==> src/rtl/rom_rd_pkg.sv <==
package rom_rd_pkg;

  typedef enum logic [1:0] {
    ST_IDLE  = 2'd0,
    ST_SETUP = 2'd1,
    ST_DRIVE = 2'd2,
    ST_FLOAT = 2'd3
  } rd_state_t;

  // Cycles needed to cover t_ps at period clk_ps: rounded up, never below one.
  function automatic int unsigned ps_to_cyc(input int unsigned t_ps, input int unsigned clk_ps);
    int unsigned c;
    c = (t_ps + clk_ps - 1) / clk_ps;
    return (c == 0) ? 1 : c;
  endfunction

  function automatic int unsigned max2(input int unsigned a, input int unsigned b);
    return (a > b) ? a : b;
  endfunction

endpackage

==> src/rtl/rom_rd_timer.sv <==
module rom_rd_timer #(
  parameter int unsigned CNT_W = 4
) (
  input  logic             clk,
  input  logic             arst_n,
  input  logic             load_i,
  input  logic [CNT_W-1:0] val_i,
  output logic             expire_o
);

  logic [CNT_W-1:0] cnt_q, cnt_d;
  logic             cnt_en;

  always_comb begin
    cnt_en = load_i || (cnt_q != '0);
    cnt_d  = load_i ? val_i : cnt_q - 1'b1;
  end

  always_ff @(posedge clk or negedge arst_n) begin
    if (!arst_n)      cnt_q <= '0;
    else if (cnt_en)  cnt_q <= cnt_d;
  end

  assign expire_o = (cnt_q == CNT_W'(1));

  // a running window shortens by exactly one each cycle
  a_r5_count_down: assert property (@(posedge clk) disable iff (!arst_n)
    (!load_i && cnt_q > CNT_W'(1)) |=> (cnt_q == $past(cnt_q) - 1'b1));

endmodule

==> src/rtl/rom_rd_seq.sv <==
module rom_rd_seq
  import rom_rd_pkg::*;
#(
  parameter int unsigned CNT_W    = 4,
  parameter int unsigned OE_LAG   = 2,
  parameter int unsigned OPEN_CYC = 5,
  parameter int unsigned FLT_CYC  = 4
) (
  input  logic             clk,
  input  logic             arst_n,
  input  logic             fire_i,
  input  logic             expire_i,
  output logic             idle_o,
  output logic             load_o,
  output logic [CNT_W-1:0] load_val_o,
  output logic             capture_o,
  output logic             ce_n_o,
  output logic             oe_n_o
);

  rd_state_t state_q, state_d;
  logic      ce_n_q, ce_n_d;
  logic      oe_n_q, oe_n_d;

  always_comb begin
    state_d    = state_q;
    load_o     = 1'b0;
    load_val_o = '0;
    capture_o  = 1'b0;
    unique case (state_q)
      ST_IDLE: if (fire_i) begin
        load_o = 1'b1;
        if (OE_LAG > 0) begin
          state_d    = ST_SETUP;
          load_val_o = CNT_W'(OE_LAG);
        end else begin
          state_d    = ST_DRIVE;
          load_val_o = CNT_W'(OPEN_CYC);
        end
      end
      ST_SETUP: if (expire_i) begin
        state_d    = ST_DRIVE;
        load_o     = 1'b1;
        load_val_o = CNT_W'(OPEN_CYC);
      end
      ST_DRIVE: if (expire_i) begin
        state_d    = ST_FLOAT;
        load_o     = 1'b1;
        load_val_o = CNT_W'(FLT_CYC);
        capture_o  = 1'b1;
      end
      ST_FLOAT: if (expire_i) state_d = ST_IDLE;
      default:  state_d = ST_IDLE;
    endcase
    ce_n_d = !((state_d == ST_SETUP) || (state_d == ST_DRIVE));
    oe_n_d = !(state_d == ST_DRIVE);
  end

  always_ff @(posedge clk or negedge arst_n) begin
    if (!arst_n) begin
      state_q <= ST_IDLE;
      ce_n_q  <= 1'b1;
      oe_n_q  <= 1'b1;
    end else begin
      state_q <= state_d;
      ce_n_q  <= ce_n_d;
      oe_n_q  <= oe_n_d;
    end
  end

  assign idle_o = (state_q == ST_IDLE);
  assign ce_n_o = ce_n_q;
  assign oe_n_o = oe_n_q;

  // gate never open without chip select
  a_r7_gate_needs_select: assert property (@(posedge clk) disable iff (!arst_n)
    !oe_n_q |-> !ce_n_q);

  // standby held through the turn-off wait and idle
  a_r7_standby_when_quiet: assert property (@(posedge clk) disable iff (!arst_n)
    (state_q == ST_FLOAT || state_q == ST_IDLE) |-> ce_n_q);

  // capture releases both enables on the next edge
  a_r6_release_on_capture: assert property (@(posedge clk) disable iff (!arst_n)
    capture_o |=> (ce_n_q && oe_n_q));

endmodule

==> src/rtl/rom_rd_datapath.sv <==
module rom_rd_datapath #(
  parameter int unsigned ADDR_W = 16,
  parameter int unsigned DATA_W = 16
) (
  input  logic              clk,
  input  logic              arst_n,
  input  logic              fire_i,
  input  logic [ADDR_W-1:0] addr_i,
  input  logic              capture_i,
  input  logic [DATA_W-1:0] dq_i,
  output logic [ADDR_W-1:0] rom_addr_o,
  output logic              rsp_valid_o,
  output logic [DATA_W-1:0] rsp_data_o
);

  logic [ADDR_W-1:0] addr_q;
  logic [DATA_W-1:0] data_q;
  logic              vld_q;

  always_ff @(posedge clk or negedge arst_n) begin
    if (!arst_n)     addr_q <= '0;
    else if (fire_i) addr_q <= addr_i;
  end

  always_ff @(posedge clk) begin
    if (capture_i) data_q <= dq_i;
  end

  always_ff @(posedge clk or negedge arst_n) begin
    if (!arst_n) vld_q <= 1'b0;
    else         vld_q <= capture_i;
  end

  assign rom_addr_o  = addr_q;
  assign rsp_valid_o = vld_q;
  assign rsp_data_o  = data_q;

  // response is a single-cycle pulse
  a_r5_single_pulse: assert property (@(posedge clk) disable iff (!arst_n)
    vld_q |=> !vld_q);

endmodule

==> src/rtl/rom_rd_ctrl.sv <==
module rom_rd_ctrl
  import rom_rd_pkg::*;
#(
  parameter int unsigned ADDR_W     = 16,
  parameter int unsigned DATA_W     = 16,
  parameter int unsigned CLK_PS     = 8000,
  parameter int unsigned T_ADDR_PS  = 55000,
  parameter int unsigned T_CE_PS    = 55000,
  parameter int unsigned T_OE_PS    = 40000,
  parameter int unsigned T_FLOAT_PS = 30000
) (
  input  logic              clk,
  input  logic              rst_n,
  input  logic              req_valid_i,
  output logic              req_ready_o,
  input  logic [ADDR_W-1:0] req_addr_i,
  output logic              rsp_valid_o,
  output logic [DATA_W-1:0] rsp_data_o,
  output logic [ADDR_W-1:0] rom_addr_o,
  output logic              rom_ce_n_o,
  output logic              rom_oe_n_o,
  input  logic [DATA_W-1:0] rom_dq_i
);

  // delays rounded up to whole cycles
  localparam int unsigned ADDR_CYC   = ps_to_cyc(T_ADDR_PS, CLK_PS);
  localparam int unsigned CE_CYC     = ps_to_cyc(T_CE_PS, CLK_PS);
  localparam int unsigned OE_CYC     = ps_to_cyc(T_OE_PS, CLK_PS);
  localparam int unsigned FLT_CYC    = ps_to_cyc(T_FLOAT_PS, CLK_PS);
  localparam int unsigned LEAD_CYC   = max2(ADDR_CYC, CE_CYC);
  localparam int unsigned OE_LAG     = (LEAD_CYC > OE_CYC) ? LEAD_CYC - OE_CYC : 0;
  localparam int unsigned SAMPLE_CYC = max2(LEAD_CYC, OE_CYC);
  localparam int unsigned OPEN_CYC   = SAMPLE_CYC - OE_LAG;
  localparam int unsigned CNT_W      = $clog2(max2(SAMPLE_CYC, FLT_CYC) + 1);

  // asynchronous assert, synchronous release
  logic [1:0] rst_sync_q;
  logic       arst_n;

  always_ff @(posedge clk or negedge rst_n) begin
    if (!rst_n) rst_sync_q <= 2'b00;
    else        rst_sync_q <= {rst_sync_q[0], 1'b1};
  end
  assign arst_n = rst_sync_q[1];

  logic             idle;
  logic             fire;
  logic             expire;
  logic             tmr_load;
  logic [CNT_W-1:0] tmr_val;
  logic             capture;

  assign req_ready_o = idle;
  assign fire        = req_valid_i && idle;

  rom_rd_seq #(
    .CNT_W   (CNT_W),
    .OE_LAG  (OE_LAG),
    .OPEN_CYC(OPEN_CYC),
    .FLT_CYC (FLT_CYC)
  ) i_seq (
    .clk       (clk),
    .arst_n    (arst_n),
    .fire_i    (fire),
    .expire_i  (expire),
    .idle_o    (idle),
    .load_o    (tmr_load),
    .load_val_o(tmr_val),
    .capture_o (capture),
    .ce_n_o    (rom_ce_n_o),
    .oe_n_o    (rom_oe_n_o)
  );

  rom_rd_timer #(
    .CNT_W(CNT_W)
  ) i_timer (
    .clk     (clk),
    .arst_n  (arst_n),
    .load_i  (tmr_load),
    .val_i   (tmr_val),
    .expire_o(expire)
  );

  rom_rd_datapath #(
    .ADDR_W(ADDR_W),
    .DATA_W(DATA_W)
  ) i_dp (
    .clk        (clk),
    .arst_n     (arst_n),
    .fire_i     (fire),
    .addr_i     (req_addr_i),
    .capture_i  (capture),
    .dq_i       (rom_dq_i),
    .rom_addr_o (rom_addr_o),
    .rsp_valid_o(rsp_valid_o),
    .rsp_data_o (rsp_data_o)
  );

  // accepted request selects the device on the next edge
  a_r3_select_on_accept: assert property (@(posedge clk) disable iff (!arst_n)
    (req_valid_i && req_ready_o) |=> !rom_ce_n_o);

  // pins do not follow the host while busy
  a_r9_addr_held_busy: assert property (@(posedge clk) disable iff (!arst_n)
    !req_ready_o |=> $stable(rom_addr_o));

  // no response while the sequencer reports idle
  a_r2_busy_at_response: assert property (@(posedge clk) disable iff (!arst_n)
    rsp_valid_o |-> !req_ready_o);

endmodule

==> config.mk <==
export PLATFORM = sky130hd
export DESIGN_NAME = rom_rd_ctrl
export DESIGN_NICKNAME = d
export VERILOG_FILES = /design/src/rtl/rom_rd_pkg.sv /design/src/rtl/rom_rd_timer.sv /design/src/rtl/rom_rd_seq.sv /design/src/rtl/rom_rd_datapath.sv /design/src/rtl/rom_rd_ctrl.sv
export SDC_FILE = /design/constraint.sdc
export NUM_CORES = 1
export LEC_CHECK = 0
export ABC_AREA = 1
export BUFFER_PORTS_ARGS = -buffer_cell sky130_fd_sc_hd__buf_2
export CORE_AREA = 5 5 90 67
export DETAILED_ROUTE_END_ITERATION = 10
export DIE_AREA = 0 0 95 72
export PLACE_DENSITY = 0.65
export REMOVE_ABC_BUFFERS = 1
export SYNTH_ARGS = -nofsm -noshare
export SYNTH_HDL_FRONTEND = slang
export SYNTH_SLANG_ARGS = --single-unit
==> constraint.sdc <==
create_clock -name clk -period 1 [get_ports clk]
set_input_delay 0.2 -clock clk [delete_from_list [all_inputs] [get_ports clk]]
set_output_delay 0.2 -clock clk [all_outputs]
set_load 0.005 [all_outputs]
==> key figures <==
Status
  • Outcome: finished, violations left
  • Violated checks: setup timing

Clocking
  • CTS root buffer: clkbuf_8
  • Clk_lat worst skew: 290 ps
  • Clk sinks: between 40 and 50
  • H-tree lvl count: 2
  • Max clock buf depth: 2
  • CTS tree: done
  • CTS Buf Count: 5
  • Clk slew on worst S/H paths: 80 ps

Finish
  • Most frequent cells in the layout: 68 x buf_2, 61 x nand2_1, 23 x dfrtp_1
  • Commonest non-fill, non-tap cell in the layout: buf_2
  • Non-filler cells, final: ~340
  • Fin area: around 2600 um2
  • Proportion of layout cells with a drive suffix above 1: 52.45%
  • Ant diodes: 0
  • Area Growth Syn to Fin: 52.17%
  • Nets: 309

Setup path
  • Reg-to-Reg End: i_seq.ce_n_o$_DFF_PN1_
  • Worst-path fanout max: 3
  • Setup crit start kind: flip-flop
  • Crit path launch: i_seq.state_q[0]$_DFF_PN0_
  • Crit path to: i_seq.ce_n_o$_DFF_PN1_
  • CP endpoint kind: flip-flop
  • Worst reg2reg setup slack: -390 ps
  • CP required: between 1000 and 1500 ps
  • R2R depth: 7
  • Worst r2r src: i_seq.state_q[0]$_DFF_PN0_
  • Critical path class: reg2reg
  • Critical path arrival: 1610 ps

STA
  • RSZ-0062 raised after global routing: true
  • Setup_tns: -11980 ps
  • FMAX: 0.7178 GHz
  • Setup Skew: around 4.4 ps
  • Final period utilization: 139.3%
  • Hold slack: around 81 ps
  • Final Max Slew Viols: 0
  • Final worst setup slack: -393.2 ps
  • Setup violators final: ~50
  • Final Hold Fails: 0
  • Tmin final: about 1400 ps

GRT
  • Initial antenna violation count: 0
  • Largest net degree at the start of global routing: 18
  • First-pass GRT wire length: 6.541 mm
  • GR Util All Layers: 12.65%
  • Gr ovfl total: 0
  • Vias in the first global route: 1412

Power and ir drop
  • Total chip power: around 6.9 mW
  • VDD IR max: ~1.3 mV
  • P per Cell Area: between 2000 and 3000 nW/um2
  • Leakage: ~1.3 nW

Route
  • Final ANT Viol Nets: 0
  • Via count: 1389
  • Iteration-0 DRC count of the detailed router: 25
  • Drt via density: approximately 4.1
  • WL/cell: ~13 um
  • Drt drc: 0
  • Router iterations before antenna repair: 4
  • Routed WL: between 4 and 5 mm

Die
  • I/O pin count: 71
  • Die area: around 7000 um2
  • Die W: about 95 um
  • Row count: 22
  • Area of the core: 5065 um2
  • Initial Util: 34.09%
  • Die height: ~70 um

Synth
  • Sequential-to-total area share from yosys stat: about two thirds
  • Number of distinct library cells after synthesis: 19
  • Synthesis-stage register bit count: between 40 and 50
  • YS warnings: 0
  • Syn Inst Count: approximately 160
  • Synth Area per Inst: between 10 and 15 um2
  • Syn Std Cell Area: between 1500 and 2000 um2

Placement
  • Global placement routability congestion: 0.7627
  • Port buffer count: 70
  • Placed Cells: around 320
  • DP Wirelength: around 3.0 mm
  • Placed Area: 2286 um2

Job
  • Max Cap Viol: 0

Worst hold path
  • Hold Crit Class: in2reg
  • Hold depth: 1
-- cell type report --
cell class	instances	area, um2
well taps	72	90.09
inverters	21	83.83
fillers	476	2437
flip-flops and latches	42	1135
multi-input cells	96	611.8
clock buffers	6	72.57
repair buffers	98	625.6
clock inverters	2	8.758
-- timing repair --
action | in CTS | in global routing
hold buffers | 1 | 0
gates cloned | 0 | 1
endpoints found under the setup margin | 65 | 76
pin swaps | 7 | 4
endpoints found under the hold margin | 2 | 0
setup buffers | 5 | 4
gates resized for setup | 17 | 22
-- power by group --
part	internal (mW)	switching [mW]
clock	0.480	0.544
combinational	1.64	1.65
sequential	2.31	0.261
total	4.42	2.46
-- registers in the layout, indices dropped and copies added (netlist names) --
register          flops
i_dp.rsp_valid_o      1
i_timer.cnt_q         3
i_seq.oe_n_o          1
i_seq.ce_n_o          1
rst_sync_q            2
i_dp.rsp_data_o      16
i_seq.state_q         2
i_dp.rom_addr_o      16
-- metrics by stage --
| step | utilization, % | setup WS [ps] |
|---|---|---|
| 3_3_place_gp | 45.13 | -399.2 |
| 6_report | 51.88 | -393.2 |
| 3_5_place_dp | 45.13 | -445.5 |
| 5_1_grt | 51.88 | -477.8 |
| 2_1_floorplan | - | -580.6 |
| 4_1_cts | 48.86 | -423.2 |
-- worst max-delay path, cell delays in order, from the launching register on --
cell and delay, ps:
dfrtp_2 440, buf_6 130, ha_4 150, inv_2 40
nand2_2 60, a21oi_2 140, o21ai_2 70, ha_1 290
-- worst min-delay path by stage --
stage	start	to	slack, ps
after floorplan	rst_n	rst_sync_q[0]$_DFF_PN0_	-100
after global placement	rst_n	rst_sync_q[0]$_DFF_PN0_	-10
after detailed placement	rst_n	rst_sync_q[0]$_DFF_PN0_	-10
after CTS	rom_dq_i[9]	i_dp.rsp_data_o[9]$_DFFE_PN_	70
after global routing	rom_dq_i[9]	i_dp.rsp_data_o[9]$_DFFE_PN_	60
final	rom_dq_i[3]	i_dp.rsp_data_o[3]$_DFFE_PN_	80
-- per-layer routing --
layer / track usage [%] / vias up / wire length (um)
met5: 0 / - / 0
met4: 3.840 / 0 / 38
met3: 5.181 / 4 / 303
met2: 20.39 / 44 / 2109
met1: 15.60 / 638 / 1843
li1: - / 703 / -
-- cells in the mapped netlist (all sizes together) --
cell type  number  area share (%)
dfrtp          24              35
ha             10             7.2
buf             3             1.2
dfstp           2             3.0
edfxtp         16              28
nand3           6             2.0
conb            1            0.22
inv            21             4.6
o21ai           6             1.7
xor2            1            0.51
nand2          66              15
a21oi           4             1.6
nor2            2            0.58
-- cell families (layout without fill, tap and decap cells) --
logic type / count (synthesis) / in the layout / synth area share [%]
xor+xnor: 1 / 1 / 0.5073
simple gates: 74 / 74 / 17.25
fa+ha+maj: 10 / 10 / 7.246
buf+inv: 24 / 127 / 5.797
other cells: 1 / 1 / 0.2172
flops: 42 / 42 / 65.65
compound gates: 10 / 10 / 3.334
No activity file was read; power rests on OpenSTA's default activity.
